## config.mk

```make
export PLATFORM = sky130hd
export DESIGN_NAME = spi_tgt_engine
export DESIGN_NICKNAME = d
export VERILOG_FILES = /design/src/rtl/spi_tgt_pkg.sv /design/src/rtl/spi_tgt_sync.sv /design/src/rtl/spi_tgt_phase.sv /design/src/rtl/spi_tgt_core.sv /design/src/rtl/spi_tgt_engine.sv
export SDC_FILE = /design/constraint.sdc
export NUM_CORES = 1
export LEC_CHECK = 0
export ABC_CLOCK_PERIOD_IN_PS = 5700
export CORE_MARGIN = 4
export CORE_UTILIZATION = 60
export CTS_CLUSTER_SIZE = 8
export DETAILED_ROUTE_END_ITERATION = 12
export DONT_BUFFER_PORTS = 1
export PLACE_DENSITY = 0.76
export SLEW_MARGIN = 20
export SYNTH_ARGS = -nofsm -noshare
export SYNTH_HDL_FRONTEND = slang
export SYNTH_SLANG_ARGS = --single-unit
```

## constraint.sdc

```tcl
create_clock -name clk -period 5.7 [get_ports clk]
set_input_delay 1.71 -clock clk [delete_from_list [all_inputs] [get_ports clk]]
set_output_delay 1.71 -clock clk [all_outputs]
set_load 0.02 [all_outputs]
```

## src/rtl/spi_tgt_pkg.sv

```systemverilog
package spi_tgt_pkg;

    typedef struct packed {
        logic cpol;
        logic cpha;
        logic lsb_first;
    } spi_tgt_mode_t;

endpackage

```

## src/rtl/spi_tgt_sync.sv

```systemverilog
module spi_tgt_sync #(
    parameter int N = 3,
    parameter int STAGES = 2,
    parameter logic [N-1:0] RST_VAL = '0
) (
    input  logic         clk,
    input  logic         rst_n,
    input  logic [N-1:0] raw_i,
    output logic [N-1:0] lvl_o,
    output logic [N-1:0] rise_o,
    output logic [N-1:0] fall_o
);
    // stages 0..STAGES-1 synchronize, stage STAGES holds the previous level
    typedef logic [STAGES:0][N-1:0] pipe_t;
    pipe_t pipe_d, pipe_q;

    always_comb begin
        pipe_d[0] = raw_i;
        for (int s = 1; s <= STAGES; s++) begin
            pipe_d[s] = pipe_q[s-1];
        end
    end

    always_ff @(posedge clk or negedge rst_n) begin
        if (!rst_n) pipe_q <= {(STAGES+1){RST_VAL}};
        else        pipe_q <= pipe_d;
    end

    for (genvar g = 0; g < N; g++) begin : g_edge
        assign lvl_o[g]  = pipe_q[STAGES-1][g];
        assign rise_o[g] = pipe_q[STAGES-1][g] & ~pipe_q[STAGES][g];
        assign fall_o[g] = ~pipe_q[STAGES-1][g] & pipe_q[STAGES][g];
    end

endmodule

```

## src/rtl/spi_tgt_phase.sv

```systemverilog
module spi_tgt_phase
    import spi_tgt_pkg::*;
(
    input  spi_tgt_mode_t mode_i,
    input  logic          sck_rise_i,
    input  logic          sck_fall_i,
    output logic          sample_evt_o,
    output logic          shift_evt_o
);
    logic lead_evt, trail_evt;

    always_comb begin
        lead_evt     = mode_i.cpol ? sck_fall_i : sck_rise_i;
        trail_evt    = mode_i.cpol ? sck_rise_i : sck_fall_i;
        sample_evt_o = mode_i.cpha ? trail_evt : lead_evt;
        shift_evt_o  = mode_i.cpha ? lead_evt  : trail_evt;
    end

endmodule

```

## src/rtl/spi_tgt_core.sv

```systemverilog
module spi_tgt_core
    import spi_tgt_pkg::*;
#(
    parameter int W = 16,
    parameter int MIN_W = 8,
    localparam int IDX_W = $clog2(W)
) (
    input  logic             clk,
    input  logic             rst_n,
    input  spi_tgt_mode_t    mode_i,
    input  logic [IDX_W-1:0] len_code_i,
    input  logic             tx_load_i,
    input  logic [W-1:0]     tx_word_i,
    input  logic             mosi_i,
    input  logic             ssel_act_i,
    input  logic             ssel_fall_i,
    input  logic             ssel_rise_i,
    input  logic             sample_evt_i,
    input  logic             shift_evt_i,
    output logic             miso_o,
    output logic [W-1:0]     rx_word_o,
    output logic             done_o,
    output logic             abort_o,
    output logic             busy_o
);
    typedef struct packed {
        logic             busy;
        logic [W-1:0]     tx;
        logic [W-1:0]     rx;
        logic [W-1:0]     rx_out;
        logic [IDX_W-1:0] cnt;
        logic             done;
        logic             abort;
    } core_st_t;

    core_st_t st_d, st_q;
    logic [IDX_W-1:0] last_idx;
    logic [W-1:0]     rx_next, tx_next;
    logic             start;

    always_comb begin
        if (len_code_i == '0)                     last_idx = IDX_W'(W - 1);
        else if (len_code_i < IDX_W'(MIN_W))      last_idx = IDX_W'(MIN_W - 1);
        else                                      last_idx = len_code_i - 1'b1;
    end

    always_comb begin
        st_d       = st_q;
        st_d.done  = 1'b0;
        st_d.abort = 1'b0;

        rx_next = st_q.rx;
        if (mode_i.lsb_first) rx_next[st_q.cnt] = mosi_i;
        else                  rx_next = {st_q.rx[W-2:0], mosi_i};
        tx_next = mode_i.lsb_first ? (st_q.tx >> 1) : (st_q.tx << 1);

        start = mode_i.cpha ? (shift_evt_i && ssel_act_i) : ssel_fall_i;

        if (!st_q.busy) begin
            if (tx_load_i) st_d.tx = tx_word_i;
            if (start) begin
                st_d.busy = 1'b1;
                st_d.cnt  = '0;
                st_d.rx   = '0;
            end
        end else if (ssel_rise_i) begin
            st_d.busy  = 1'b0;
            st_d.abort = 1'b1;
            st_d.tx    = '0;
            st_d.rx    = '0;
        end else begin
            if (sample_evt_i) begin
                st_d.rx = rx_next;
                if (st_q.cnt == last_idx) begin
                    st_d.busy   = 1'b0;
                    st_d.done   = 1'b1;
                    st_d.rx_out = rx_next;
                end else begin
                    st_d.cnt = st_q.cnt + 1'b1;
                end
            end
            if (shift_evt_i) st_d.tx = tx_next;
        end
    end

    always_ff @(posedge clk or negedge rst_n) begin
        if (!rst_n) st_q <= '0;
        else        st_q <= st_d;
    end

    assign miso_o    = mode_i.lsb_first ? st_q.tx[0] : st_q.tx[last_idx];
    assign rx_word_o = st_q.rx_out;
    assign done_o    = st_q.done;
    assign abort_o   = st_q.abort;
    assign busy_o    = st_q.busy;

    // a completion only ends a transfer that was running
    a_r7_done_ends_busy: assert property (@(posedge clk) disable iff (!rst_n)
        st_q.done |-> (!st_q.busy && $past(st_q.busy)));

    // an abort only ends a transfer that was running
    a_r8_abort_ends_busy: assert property (@(posedge clk) disable iff (!rst_n)
        st_q.abort |-> (!st_q.busy && $past(st_q.busy)));

    // never both strobes together
    a_r8_strobes_exclusive: assert property (@(posedge clk) disable iff (!rst_n)
        !(st_q.done && st_q.abort));

    // the bit counter stays inside the selected length
    a_r2_cnt_in_range: assert property (@(posedge clk) disable iff (!rst_n)
        st_q.busy |-> (st_q.cnt <= last_idx));

    // sampling and changing never fall on the same cycle
    a_r4_edges_disjoint: assert property (@(posedge clk) disable iff (!rst_n)
        !(sample_evt_i && shift_evt_i));

    // a load during a transfer leaves the shift register alone
    a_r10_load_ignored: assert property (@(posedge clk) disable iff (!rst_n)
        (st_q.busy && tx_load_i && !shift_evt_i && !ssel_rise_i) |=> $stable(st_q.tx));

endmodule

```

## src/rtl/spi_tgt_engine.sv

```systemverilog
module spi_tgt_engine
    import spi_tgt_pkg::*;
#(
    parameter int W = 16,
    parameter int MIN_W = 8,
    parameter int SYNC_STAGES = 2,
    localparam int IDX_W = $clog2(W)
) (
    input  logic             clk,
    input  logic             rst_n,
    input  logic             cfg_cpol,
    input  logic             cfg_cpha,
    input  logic             cfg_lsb_first,
    input  logic [IDX_W-1:0] cfg_len_code,
    input  logic             tx_load,
    input  logic [W-1:0]     tx_word,
    input  logic             sck_i,
    input  logic             ssel_n_i,
    input  logic             mosi_i,
    output logic             miso_o,
    output logic             miso_oe_o,
    output logic [W-1:0]     rx_word_o,
    output logic             done_o,
    output logic             abort_o,
    output logic             busy_o
);
    // bit 0: SCK, bit 1: select (idle high), bit 2: data in
    logic [2:0] lvl, rise, fall;
    logic sample_evt, shift_evt;
    spi_tgt_mode_t mode;

    assign mode = '{cpol: cfg_cpol, cpha: cfg_cpha, lsb_first: cfg_lsb_first};

    spi_tgt_sync #(.N(3), .STAGES(SYNC_STAGES), .RST_VAL(3'b010)) u_sync (
        .clk    (clk),
        .rst_n  (rst_n),
        .raw_i  ({mosi_i, ssel_n_i, sck_i}),
        .lvl_o  (lvl),
        .rise_o (rise),
        .fall_o (fall)
    );

    spi_tgt_phase u_phase (
        .mode_i       (mode),
        .sck_rise_i   (rise[0]),
        .sck_fall_i   (fall[0]),
        .sample_evt_o (sample_evt),
        .shift_evt_o  (shift_evt)
    );

    spi_tgt_core #(.W(W), .MIN_W(MIN_W)) u_core (
        .clk          (clk),
        .rst_n        (rst_n),
        .mode_i       (mode),
        .len_code_i   (cfg_len_code),
        .tx_load_i    (tx_load),
        .tx_word_i    (tx_word),
        .mosi_i       (lvl[2]),
        .ssel_act_i   (~lvl[1]),
        .ssel_fall_i  (fall[1]),
        .ssel_rise_i  (rise[1]),
        .sample_evt_i (sample_evt),
        .shift_evt_i  (shift_evt),
        .miso_o       (miso_o),
        .rx_word_o    (rx_word_o),
        .done_o       (done_o),
        .abort_o      (abort_o),
        .busy_o       (busy_o)
    );

    assign miso_oe_o = ~lvl[1];

    // once deselected, no transfer remains running
    a_r8_deselect_idles: assert property (@(posedge clk) disable iff (!rst_n)
        !miso_oe_o |=> !busy_o);

endmodule

```

==> Flow_metrics.wiki <==
{| class="wikitable"
! Metric !! Value
|-
| Initial DRC count || roughly 210
|-
| Most utilized layer in the global route result || met2
|-
| Number of antenna violations at the first check in global routing || 0
|-
| Total DRC errors in the routed layout || 0
|-
| Total vias in the final route || 2633
|-
| Number of instances in the placed design || 408
|-
| Number of hold buffers added after cts || 0
|-
| Die boundary width || about 86 um
|-
| Library cell occupying the most area in the post-synthesis netlist || sky130_fd_sc_hd__dfrtp_1
|-
| Top_reg_cell synth || sky130_fd_sc_hd__dfrtp_1
|-
| Fillers || 447
|-
| CP Launch Type || primary input
|-
| Flop and latch count out of synthesis || 63
|-
| Yosys warnings || 0
|-
| Final hold viol count || 0
|-
| Total Neg Setup Slack || 0 ps
|-
| CTS buffer count || 9
|-
| Layout net count || 382
|-
| Wirelength per Cell || 17.1 um
|-
| RePlAce Congestion || 0.861
|-
| Final period util || 0.877
|-
| Leakage power of the design || ~1.7 nW
|-
| GR met3 Demand/Resource || 0.0538
|-
| Run status || finished, final reports clean
|-
| Antenna diode count || 0
|-
| Top area cells in the synthesized netlist || sky130_fd_sc_hd__dfrtp_1 (42%), sky130_fd_sc_hd__mux2i_1 (10%), sky130_fd_sc_hd__a21oi_1 (7.1%)
|-
| Detailed placer's ending HPWL || 4800 um
|-
| Mapped Area || about 3600 um^2
|-
| FP Rows || 27
|-
| Number of global-route vias before repair || 2532
|-
| Global-route wire length before repair || 12400 um
|-
| Highest ir drop seen on vdd || a little under 200 uV
|-
| Number of setup violations in the final report || 0
|-
| Slew at the pin closest to its max-slew limit || 1030 ps
|-
| Post-Synthesis Net Count || 408
|-
| Unrepaired setup endpoints after global routing || no
|-
| Port Buffers || 0
|-
| Die area || 7320 um^2
|-
| Pre-CTS setup slack || 726 ps
|-
| Non-filler cells in the finished layout || 424
|-
| Num Clock Sinks || between 60 and 70
|-
| Setup slack of the critical path after layout || 699 ps
|-
| Critical Path Fanout Max || 11
|-
| CP Data Arrival Time || 3290 ps
|-
| TritonCTS clock tree || done
|-
| F_max || 200 MHz
|-
| Clock-pin slew on the worst setup and hold paths || roughly 70 ps
|-
| Commonest cells after routing, fill and taps aside || sky130_fd_sc_hd__dfrtp_1 (60), sky130_fd_sc_hd__nor2_1 (52), sky130_fd_sc_hd__a21oi_1 (51), sky130_fd_sc_hd__mux2i_1 (37), sky130_fd_sc_hd__nand2_1 (25)
|-
| Setup Skew || 4.65 ps
|-
| Number of I/O pins || 50
|-
| Setup repair bufs after CTS || 0
|-
| Worst-case clock buffer depth || 2
|-
| Reported max-cap violation count || 0
|-
| Required time at the worst-slack endpoint || about 4000 ps
|-
| Cell Pwr Density || 334 nW/um^2
|-
| Growth of design area from synthesis to finish || 1.04%
|-
| Nature of the critical path endpoint || output port
|-
| Count of nets left with antenna violations after detail routing || 0
|-
| Global-route total usage across every layer || 0.214
|-
| Reg area || 1580 um^2
|-
| Most common library cell in the layout ignoring fill and taps || sky130_fd_sc_hd__dfrtp_1
|-
| Total power of the final layout || around 0.0012 W
|-
| Core ar. || 5680 um^2
|-
| Sequential cell area fraction in the yosys report || 0.438
|-
| Via count normalized by instance count || 6.21
|-
| Met2 usage in global routing || 0.317
|-
| Synth async-reset ratio || 1.00
|-
| Number of pins with negative max-slew slack in the final report || 0
|-
| Fraction of met1 tracks used by global routing || 0.298
|-
| Initial core utilization || 0.636
|-
| Largest net degree at the start of global routing || 64
|-
| Worst hold-check path type || reg2reg
|-
| Share of layout cells above drive strength 1 || 0.111
|-
| Total global routing overflow || 0
|-
| Share of the synthesized area in the top cell type || 0.416
|-
| Post-CTS Resized || 0
|-
| Multi-input gate area || 1770 um^2
|-
| Final Routed Wirelength || slightly above 7000 um
|-
| Relative slew slack || 0.310
|-
| Number of enable flip-flop cells after synthesis || 0
|-
| Root Driver || sky130_fd_sc_hd__clkbuf_8
|-
| # H-tree levels || 3
|-
| Number of library cell types mapped by synthesis || between 40 and 50
|-
| First-pass iteration count of the detailed router || 4
|-
| DIE HEIGHT || 85.6 um
|-
| Critical Setup Path Class || in2out
|-
| Synthesized instance count || 373
|-
| Average cell area after synthesis || 9.68 um^2
|-
| Source-to-sink clock delay at the later pin of the worst-skew pair || 350 ps
|-
| Crit path time final || 5000 ps
|}
==> path summary, 6_finish.rpt <==
| kind | from | endpoint | slack [ps] | cells past startpoint |
|---|---|---|---|---|
| max in group asynchronous | rst_n | u_sync.pipe_q[7]$_DFF_PN1_ | 4460 | 0 |
| min reg2reg | u_sync.pipe_d[5]$_DFF_PN0_ | u_sync.lvl_o[2]$_DFF_PN0_ | 350 | 0 |
| max | cfg_len_code[0] | miso_o | 700 | 8 |
| min | u_sync.pipe_d[5]$_DFF_PN0_ | u_sync.lvl_o[2]$_DFF_PN0_ | 350 | 0 |
| min in group asynchronous | rst_n | u_core.st_q[41]$_DFFE_PN0P_ | 1050 | 0 |
| max reg2reg | u_core.busy_o$_DFF_PN0_ | u_core.rx_word_o[7]$_DFFE_PN0P_ | 2690 | 5 |
==> per-stage QoR <==
stage	hold WS (ps)	area, um^2	utilization
after detailed placement	338	3490	0.615
final	351	3650	0.643
after global placement	335	3490	0.615
after global routing	364	3650	0.643
after CTS	354	3650	0.643
after floorplan	331	3610	-
==> cells by family (layout without fill, tap and decap cells) <==
family,count (synthesis),in the layout,share of synthesized area
and+or+nand+nor,109,109,0.141
adders and majority gates,6,6,0.0208
buffers and inverters,48,27,0.0717
AOI/OAI and AO/OA,90,90,0.158
muxes,54,54,0.164
DFF,63,63,0.438
xor gates and xnor gates,3,3,0.00728
==> synth_stat cells (all sizes together), types with 2 or more instances <==
master,n
a21oi,51
a221oi,2
a22o,15
a311oi,2
a32oi,2
and2,2
and3,3
buf,23
clkbuf,16
dfrtp,60
dfstp,3
ha,6
inv,9
mux2,17
mux2i,37
nand2,25
nand2b,3
nand3,8
nand3b,3
nor2,52
nor2b,3
o211ai,3
o21ai,3
o22ai,4
or3b,2
or4,2
xnor2,3
==> routing by layer <==
metal | vias to the layer above | wire, um | share of wire
met4 | 0 | 139 | 0.019
met3 | 12 | 423 | 0.058
met5 | - | 0 | 0
li1 | 1255 | - | -
met2 | 81 | 3220 | 0.44
met1 | 1285 | 3460 | 0.48
==> area by class of cell <==
class                      count  share of cell area
clock inverter                 4             0.00617
clock buffer                  12              0.0370
tap                           72              0.0247
inverter                       9             0.00926
sequential                    63               0.433
multi-input combinational    262               0.486
timing repair buffer           2             0.00412
==> worst max-delay path, cell delays in order <==
cell and delay [ps]:
sky130_fd_sc_hd__inv_1 30, sky130_fd_sc_hd__ha_1 530, sky130_fd_sc_hd__mux2_2 240, sky130_fd_sc_hd__o22ai_1 80, sky130_fd_sc_hd__nand2_1 70, sky130_fd_sc_hd__o221ai_1 100, sky130_fd_sc_hd__o311ai_0 320, sky130_fd_sc_hd__buf_4 210
==> sequential cells by signal (all words and copies together), names as in the netlist <==
name              count
u_sync.pipe_q         2
u_sync.pipe_d         3
u_core.rx_word_o     16
u_sync.lvl_o          3
u_core.busy_o         1
u_core.done_o         1
u_core.abort_o        1
u_core.st_q          36
==> power breakdown <==
part	switching [W]	total, W	internal [W]
logic	0.000159	0.000287	0.000128
registers	0.0000940	0.000607	0.000514
clock network	0.000169	0.000325	0.000156
(Power assumes the default switching activity.)
